$ cat config.mk
export PLATFORM = sky130hd
export DESIGN_NAME = mini_serial_port
export DESIGN_NICKNAME = d
export VERILOG_FILES = /design/src/rtl/mini_serial_port.sv
export SDC_FILE = /design/constraint.sdc
export NUM_CORES = 1
export LEC_CHECK = 0
export BUFFER_PORTS_ARGS = -buffer_cell sky130_fd_sc_hd__clkbuf_2
export CORE_MARGIN = 2
export CORE_UTILIZATION = 60
export CTS_BUF_LIST = sky130_fd_sc_hd__clkbuf_8
export DETAILED_ROUTE_END_ITERATION = 10
export PLACE_DENSITY = 0.86
export SKIP_CTS_REPAIR_TIMING = 1
export SLEW_MARGIN = 0
export SYNTH_ARGS = -nofsm -noshare
export SYNTH_HDL_FRONTEND = slang
export SYNTH_SLANG_ARGS = --single-unit
$ cat constraint.sdc
create_clock -name clk -period 5.8 [get_ports clk]
set_clock_uncertainty 0.05 [all_clocks]
set_input_delay 1.16 -clock clk [delete_from_list [all_inputs] [get_ports clk]]
set_output_delay 1.16 -clock clk [all_outputs]
set_load 0.05 [all_outputs]
$ cat src/rtl/mini_serial_port.sv
module mini_serial_port #(
  parameter int DEPTH = 8,
  parameter int DIV_W = 16,
  parameter int OVS   = 8
) (
  input  logic             clk,
  input  logic             rst_n,
  input  logic [3:0]       reg_addr,
  input  logic             reg_wr,
  input  logic             reg_rd,
  input  logic [DIV_W-1:0] reg_wdata,
  output logic [DIV_W-1:0] reg_rdata,
  output logic             txd,
  input  logic             rxd,
  output logic             rts,
  input  logic             cts,
  output logic             irq
);
  localparam int AW = $clog2(DEPTH);
  localparam int CW = AW + 1;
  localparam int TW = $clog2(OVS);
  localparam logic [TW-1:0] SUB_LAST = TW'(OVS - 1);
  localparam logic [TW-1:0] SUB_HALF = TW'(OVS / 2);
  localparam logic [CW-1:0] FULL = CW'(DEPTH);

  localparam logic [3:0] A_DATA = 4'd0, A_IEN = 4'd1, A_IID = 4'd2, A_FMT = 4'd3,
                         A_MOD = 4'd4, A_LST = 4'd5, A_MST = 4'd6, A_SCR = 4'd7,
                         A_ENA = 4'd8, A_XST = 4'd9, A_DIV = 4'd10;

  logic [1:0]       ier, lcr, ctrl;
  logic             rts_q, ovr;
  logic [7:0]       scratch;
  logic [DIV_W-1:0] divr;

  logic wr_data, wr_iid, rd_data, rd_lst;
  assign wr_data = reg_wr && reg_addr == A_DATA;
  assign wr_iid  = reg_wr && reg_addr == A_IID;
  assign rd_data = reg_rd && reg_addr == A_DATA;
  assign rd_lst  = reg_rd && reg_addr == A_LST;

  // synchronisers
  logic rx_s1, rx_s2, cts_s1, cts_s2;
  always_ff @(posedge clk or negedge rst_n)
    if (!rst_n) {rx_s1, rx_s2, cts_s1, cts_s2} <= 4'b1100;
    else begin
      rx_s1 <= rxd; rx_s2 <= rx_s1;
      cts_s1 <= cts; cts_s2 <= cts_s1;
    end

  // control registers
  always_ff @(posedge clk or negedge rst_n)
    if (!rst_n) begin
      ier <= '0; lcr <= '0; ctrl <= 2'b11; rts_q <= 1'b0; scratch <= '0; divr <= '0;
    end else if (reg_wr) begin
      case (reg_addr)
        A_IEN: ier     <= reg_wdata[1:0];
        A_FMT: lcr     <= reg_wdata[1:0];
        A_MOD: rts_q   <= reg_wdata[1];
        A_SCR: scratch <= reg_wdata[7:0];
        A_ENA: ctrl    <= reg_wdata[1:0];
        A_DIV: divr    <= reg_wdata;
        default: ;
      endcase
    end

  // transmit queue
  logic [7:0]    tx_mem [DEPTH];
  logic [AW-1:0] tx_wp, tx_rp;
  logic [CW-1:0] tx_cnt;
  logic          tx_push, tx_load, tx_clr, tx_busy;
  assign tx_clr  = wr_iid && reg_wdata[2];
  assign tx_push = wr_data && tx_cnt != FULL;
  assign tx_load = !tx_busy && ctrl[1] && tx_cnt != '0;

  always_ff @(posedge clk)
    if (tx_push) tx_mem[tx_wp] <= reg_wdata[7:0];

  always_ff @(posedge clk or negedge rst_n)
    if (!rst_n) begin
      tx_wp <= '0; tx_rp <= '0; tx_cnt <= '0;
    end else if (tx_clr) begin
      tx_wp <= '0; tx_rp <= '0; tx_cnt <= '0;
    end else begin
      if (tx_push) tx_wp <= tx_wp + 1'b1;
      if (tx_load) tx_rp <= tx_rp + 1'b1;
      tx_cnt <= tx_cnt + CW'(tx_push) - CW'(tx_load);
    end

  // transmit shifter
  logic [9:0]       tx_frm;
  logic [3:0]       tx_left;
  logic [DIV_W-1:0] tx_div;
  logic [TW-1:0]    tx_sub;
  logic [7:0]       tx_byte;
  assign tx_byte = tx_mem[tx_rp];
  assign txd = tx_frm[0];

  always_ff @(posedge clk or negedge rst_n)
    if (!rst_n) begin
      tx_frm <= '1; tx_left <= '0; tx_div <= '0; tx_sub <= '0; tx_busy <= 1'b0;
    end else if (tx_load) begin
      tx_frm  <= lcr[0] ? {1'b1, tx_byte, 1'b0} : {2'b11, tx_byte[6:0], 1'b0};
      tx_left <= lcr[0] ? 4'd10 : 4'd9;
      tx_div  <= '0;
      tx_sub  <= '0;
      tx_busy <= 1'b1;
    end else if (tx_busy) begin
      if (tx_div >= divr) begin
        tx_div <= '0;
        if (tx_sub == SUB_LAST) begin
          tx_sub  <= '0;
          tx_frm  <= {1'b1, tx_frm[9:1]};
          tx_left <= tx_left - 1'b1;
          if (tx_left == 4'd1) tx_busy <= 1'b0;
        end else tx_sub <= tx_sub + 1'b1;
      end else tx_div <= tx_div + 1'b1;
    end

  // receiver
  logic             rx_busy, rx_n8, rx_done;
  logic [3:0]       rx_idx;
  logic [DIV_W-1:0] rx_div;
  logic [TW-1:0]    rx_sub;
  logic [7:0]       rx_sh, rx_byte;
  logic             rx_smp;
  assign rx_smp = rx_busy && rx_div >= divr && rx_sub == SUB_LAST;

  always_ff @(posedge clk or negedge rst_n)
    if (!rst_n) begin
      rx_busy <= 1'b0; rx_n8 <= 1'b0; rx_done <= 1'b0; rx_idx <= '0;
      rx_div <= '0; rx_sub <= '0; rx_sh <= '0; rx_byte <= '0;
    end else begin
      rx_done <= 1'b0;
      if (!rx_busy) begin
        if (ctrl[0] && !rx_s2) begin
          rx_busy <= 1'b1; rx_n8 <= lcr[0]; rx_idx <= '0;
          rx_div <= '0; rx_sub <= SUB_HALF;
        end
      end else if (rx_div >= divr) begin
        rx_div <= '0;
        rx_sub <= rx_sub + 1'b1;
        if (rx_smp) begin
          rx_sub <= '0;
          if (rx_idx == '0) begin
            if (rx_s2) rx_busy <= 1'b0;
            else rx_idx <= 4'd1;
          end else if (rx_idx == (rx_n8 ? 4'd9 : 4'd8)) begin
            rx_busy <= 1'b0;
            rx_done <= 1'b1;
            rx_byte <= rx_n8 ? rx_sh : {1'b0, rx_sh[7:1]};
          end else begin
            rx_sh  <= {rx_s2, rx_sh[7:1]};
            rx_idx <= rx_idx + 1'b1;
          end
        end
      end else rx_div <= rx_div + 1'b1;
    end

  // receive queue
  logic [7:0]    rx_mem [DEPTH];
  logic [AW-1:0] rx_wp, rx_rp;
  logic [CW-1:0] rx_cnt;
  logic          rx_push, rx_pop, rx_clr;
  assign rx_clr  = wr_iid && reg_wdata[1];
  assign rx_push = rx_done && rx_cnt != FULL && !rx_clr;
  assign rx_pop  = rd_data && rx_cnt != '0;

  always_ff @(posedge clk)
    if (rx_push) rx_mem[rx_wp] <= rx_byte;

  always_ff @(posedge clk or negedge rst_n)
    if (!rst_n) begin
      rx_wp <= '0; rx_rp <= '0; rx_cnt <= '0; ovr <= 1'b0;
    end else begin
      if (rx_done && rx_cnt == FULL) ovr <= 1'b1;
      else if (rd_lst) ovr <= 1'b0;
      if (rx_clr) begin
        rx_wp <= '0; rx_rp <= '0; rx_cnt <= '0;
      end else begin
        if (rx_push) rx_wp <= rx_wp + 1'b1;
        if (rx_pop)  rx_rp <= rx_rp + 1'b1;
        rx_cnt <= rx_cnt + CW'(rx_push) - CW'(rx_pop);
      end
    end

  // status, interrupt, read mux
  logic rx_avail, tx_space, tx_idle, rx_irq, tx_irq;
  assign rx_avail = rx_cnt != '0;
  assign tx_space = tx_cnt != FULL;
  assign tx_idle  = tx_cnt == '0 && !tx_busy;
  assign rx_irq   = ier[0] && rx_avail;
  assign tx_irq   = ier[1] && tx_cnt == '0;
  assign irq      = rx_irq || tx_irq;
  assign rts      = rts_q;

  always_comb
    case (reg_addr)
      A_DATA:  reg_rdata = rx_avail ? DIV_W'(rx_mem[rx_rp]) : '0;
      A_IEN:   reg_rdata = DIV_W'(ier);
      A_IID:   reg_rdata = DIV_W'({rx_irq, tx_irq && !rx_irq, !irq});
      A_FMT:   reg_rdata = DIV_W'(lcr);
      A_MOD:   reg_rdata = DIV_W'({rts_q, 1'b0});
      A_LST:   reg_rdata = DIV_W'({tx_idle, tx_space, 3'b000, ovr, rx_avail});
      A_MST:   reg_rdata = DIV_W'({cts_s2, 5'b00000});
      A_SCR:   reg_rdata = DIV_W'(scratch);
      A_ENA:   reg_rdata = DIV_W'(ctrl);
      A_XST:   reg_rdata = DIV_W'({tx_space, rx_avail});
      A_DIV:   reg_rdata = divr;
      default: reg_rdata = '0;
    endcase
endmodule

==> impl_metrics.tcl <==
set metrics [dict create \
    die_h_um 147 \
    leakagePower_nw 5.61 \
    clk_latency_ns 0.55 \
    placementRows 52 \
    drive_gt1_share_pct 22.6 \
    routed_via_density 6.03 \
    relSlewSlack_pct 18.3 \
    min_period_ns 4.37 \
    drc 0 \
    antenna_found_initial 1 \
    maxCapViolations 0 \
    crit_path_end_kind "primary output" \
    path_buf_inv 1 \
    area_delta_synth_final_pct 10.6 \
    status "finished, final reports clean" \
    min_period_over_period_pct 75.3 \
    finalSetupTns_ns 0 \
    grt_start_max_net_pins 89 \
    swShare_pct 30.8 \
    crit_chain "mux4_2, mux2_2, a21oi_1, a31oi_1, nand3b_1, nand3_1, clkbuf_2" \
    nets 1085 \
    ys_ff_latch 259 \
    fillers 1382 \
    ys_types 73 \
    worstMarginPinSlew_ns 1.22 \
    place.gp.congestion 0.902 \
    wl_per_cell_um 20.0 \
    cp.required_ns 4.59 \
    cts_buffer_depth 3 \
    top_level_ports 45 \
    placedCellCount 1225 \
    syn_area_mm2 0.0123 \
    final_max_slew_viol_count 0 \
    drtIter0Drc 641 \
    p_sw_mw 1.61 \
    crit_fanout 18 \
    totalWireLength_um 26100 \
    postRouteAntennaNets 0 \
    clockRootBuffer "clkbuf_8" \
    seq_power_share_pct 47.6 \
    hold_viol_final 0 \
    cts_sinks 259 \
    start_kind "flip-flop" \
    instances_no_fill 1303 \
    die_area_mm2 0.0217 \
    critPathSlowestCell "dfrtp_1" \
    synth_cells 938 \
    synth_nets 1024 \
    final-setup-viol-count 0 \
    clkTransAtPathRegs_ns 0.06 \
    vdd_drop_max_mv 0.161 \
    worstSetupPathType "reg -> out" \
    synth_edf_count 128 \
    n_antenna_cell 0 \
    num_vias 7861 \
    ys.flop_type "edfxtp_1" \
    cts_tree "yes" \
    min_path_type "reg -> reg" \
    yosysWarnings 0 \
    fmax_mhz 229 \
    comb_power_share_pct 23.0 \
    core_area_mm2 0.0202 \
    start_util_pct 61.1 \
    dr.pass1.iters 5 \
    multi_input_area_mm2 0.00487 \
    rsz0062_at_grt "no" \
    grt_pass1_vias 8033 \
    avgSynthCellArea_um2 13.1 \
    grt_first_pass_wirelength_um 41600 \
    powerDensity_mw_per_mm2 382 \
    async_reset_ff_share_pct 50.6 \
    grt_overflow 0 \
    io_buffer_count 44 \
    track_usage_pct 24.5 \
    internal_power_mw 3.60 \
    ys_seq_area_share_pct 57.9 \
    seq_area_mm2 0.00714 \
    dieWidth_um 147 \
    crit_family "flip-flops" \
    place_hpwl_um 17800 \
    clockPowerShare_pct 29.4 \
    crit_arrival_ns 3.16 \
    cts_buffers 42 \
    htreeDepth 2 \
    critical-path-max-stage-delay_ns 1.06 \
]
## sequential cells by signal (all words and copies together) (netlist names), 2 cells and up
register,cells
scratch,8
rx_sub,3
tx_sub,3
tx_rp,3
ier,2
tx_wp,3
rx_byte,8
rx_div,16
lcr,2
tx_left,4
tx_div,16
rx_mem,64
ctrl,2
rx_sh,8
divr,16
rx_wp,3
tx_mem,64
tx_cnt,4
rx_cnt,4
tx_frm,9
rx_idx,4
rx_rp,3
## final timing paths
kind                       startpoint      endpoint  slack (ns)  cells after the start
setup reg to reg              divr[0]     tx_sub[1]        2.62                      7
max in group asynchronous       rst_n         rx_s2        3.94                      2
hold reg to reg                cts_s1        cts_s2        0.30                      0
hold / removal                 cts_s1        cts_s2        0.30                      0
setup / recovery             rx_rp[0]  reg_rdata[0]        1.43                      7
min in group asynchronous       rst_n     tx_cnt[1]        0.64                      1
## power groups by stage
stage	Combinational, mW	Clock [mW]	Sequential (mW)
after CTS	1.21	1.55	2.48
after global placement	1.12	0	2.49
final	1.20	1.53	2.48
after global routing	1.33	1.63	2.52
after floorplan	1.06	0	2.30
after detailed placement	1.19	0	2.51
## layout by cell type, fill, tap and decap left out, types with 5 or more instances in the layout
cell / n
a21o_1: 7
a21oi_1: 21
a22oi_1: 5
a2bb2oi_1: 7
and2_1: 18
and3_1: 8
buf_4: 8
clkbuf_2: 43
clkbuf_8: 49
clkinv_1: 10
dfrtp_1: 118
dfstp_2: 13
edfxtp_1: 128
ha_1: 58
inv_1: 58
mux2_2: 56
mux2_4: 7
mux2i_1: 17
mux4_2: 33
nand2_1: 91
nand2b_1: 11
nand3_1: 25
nand4_1: 7
nor2_1: 66
nor2b_1: 6
nor3_1: 13
nor3b_1: 6
nor4_1: 5
o21a_1: 9
o21ai_0: 17
o221ai_1: 13
o22ai_1: 9
xnor2_1: 11
xor2_1: 15
## logic make-up (layout without fill, tap and decap cells)
kind of cell / after synthesis / after routing / share of synthesized area (%)
AND/OR/NAND/NOR: 283 / 283 / 11.4
multiplexers: 113 / 113 / 13.4
adder cells (fa/ha/maj): 60 / 60 / 6.21
buffers and inverters: 81 / 176 / 2.64
XOR/XNOR: 26 / 26 / 1.85
AO/OA/AOI/OAI: 116 / 116 / 6.66
flip-flops: 259 / 259 / 57.9
## metal layers
metal / vias up / GRT usage (%) / share of wire, %
li1: 3583 / - / -
met2: 268 / 41.6 / 51
met3: 72 / 4.50 / 5.5
met5: - / 0 / 0.065
met1: 3936 / 30.5 / 39
met4: 2 / 12.2 / 4.2
## stage by stage
| stage | power, mW | worst slack [ns] | cell area (um^2) | hold slack (ns) | utilization [%] |
|---|---|---|---|---|---|
| after floorplan | 3.36 | 1.68 | 12300 | 0.281 | - |
| final | 5.21 | 1.43 | 13600 | 0.298 | 67.6 |
| after global routing | 5.48 | 1.23 | 13600 | 0.305 | 67.6 |
| after CTS | 5.24 | 1.35 | 13600 | 0.300 | 67.6 |
| after detailed placement | 3.70 | 1.49 | 12800 | 0.299 | 63.5 |
| after global placement | 3.61 | 1.56 | 12800 | 0.287 | 63.5 |
## cells in the mapped netlist (all sizes together), types with 9 or more instances
master / n / share of area (%)
xnor2: 11 / 0.78
buf: 15 / 0.63
inv: 45 / 1.4
nand2b: 11 / 0.56
dfstp: 13 / 2.8
a21oi: 21 / 0.85
nor2: 67 / 2.0
nor3: 13 / 0.53
nand3: 26 / 1.1
and2: 19 / 0.97
o22ai: 9 / 0.46
ha: 58 / 5.9
mux2i: 17 / 1.4
nand2: 92 / 2.8
mux2: 63 / 6.0
o221ai: 13 / 0.92
clkbuf: 20 / 0.61
dfrtp: 118 / 24
mux4: 33 / 6.0
edfxtp: 128 / 31
and3: 9 / 0.47
o21ai: 17 / 0.69
xor2: 15 / 1.1
o21a: 9 / 0.55
## cell type report
cell class,instances,share of cell area [%]
sequential,259,52.4
multi-input combinational,598,35.7
clock buffer,49,4.95
tap,270,2.48
timing repair buffer,52,2.10
inverter,46,1.27
clock inverter,29,1.12
Note: power is estimated with default switching activity, not from simulation.
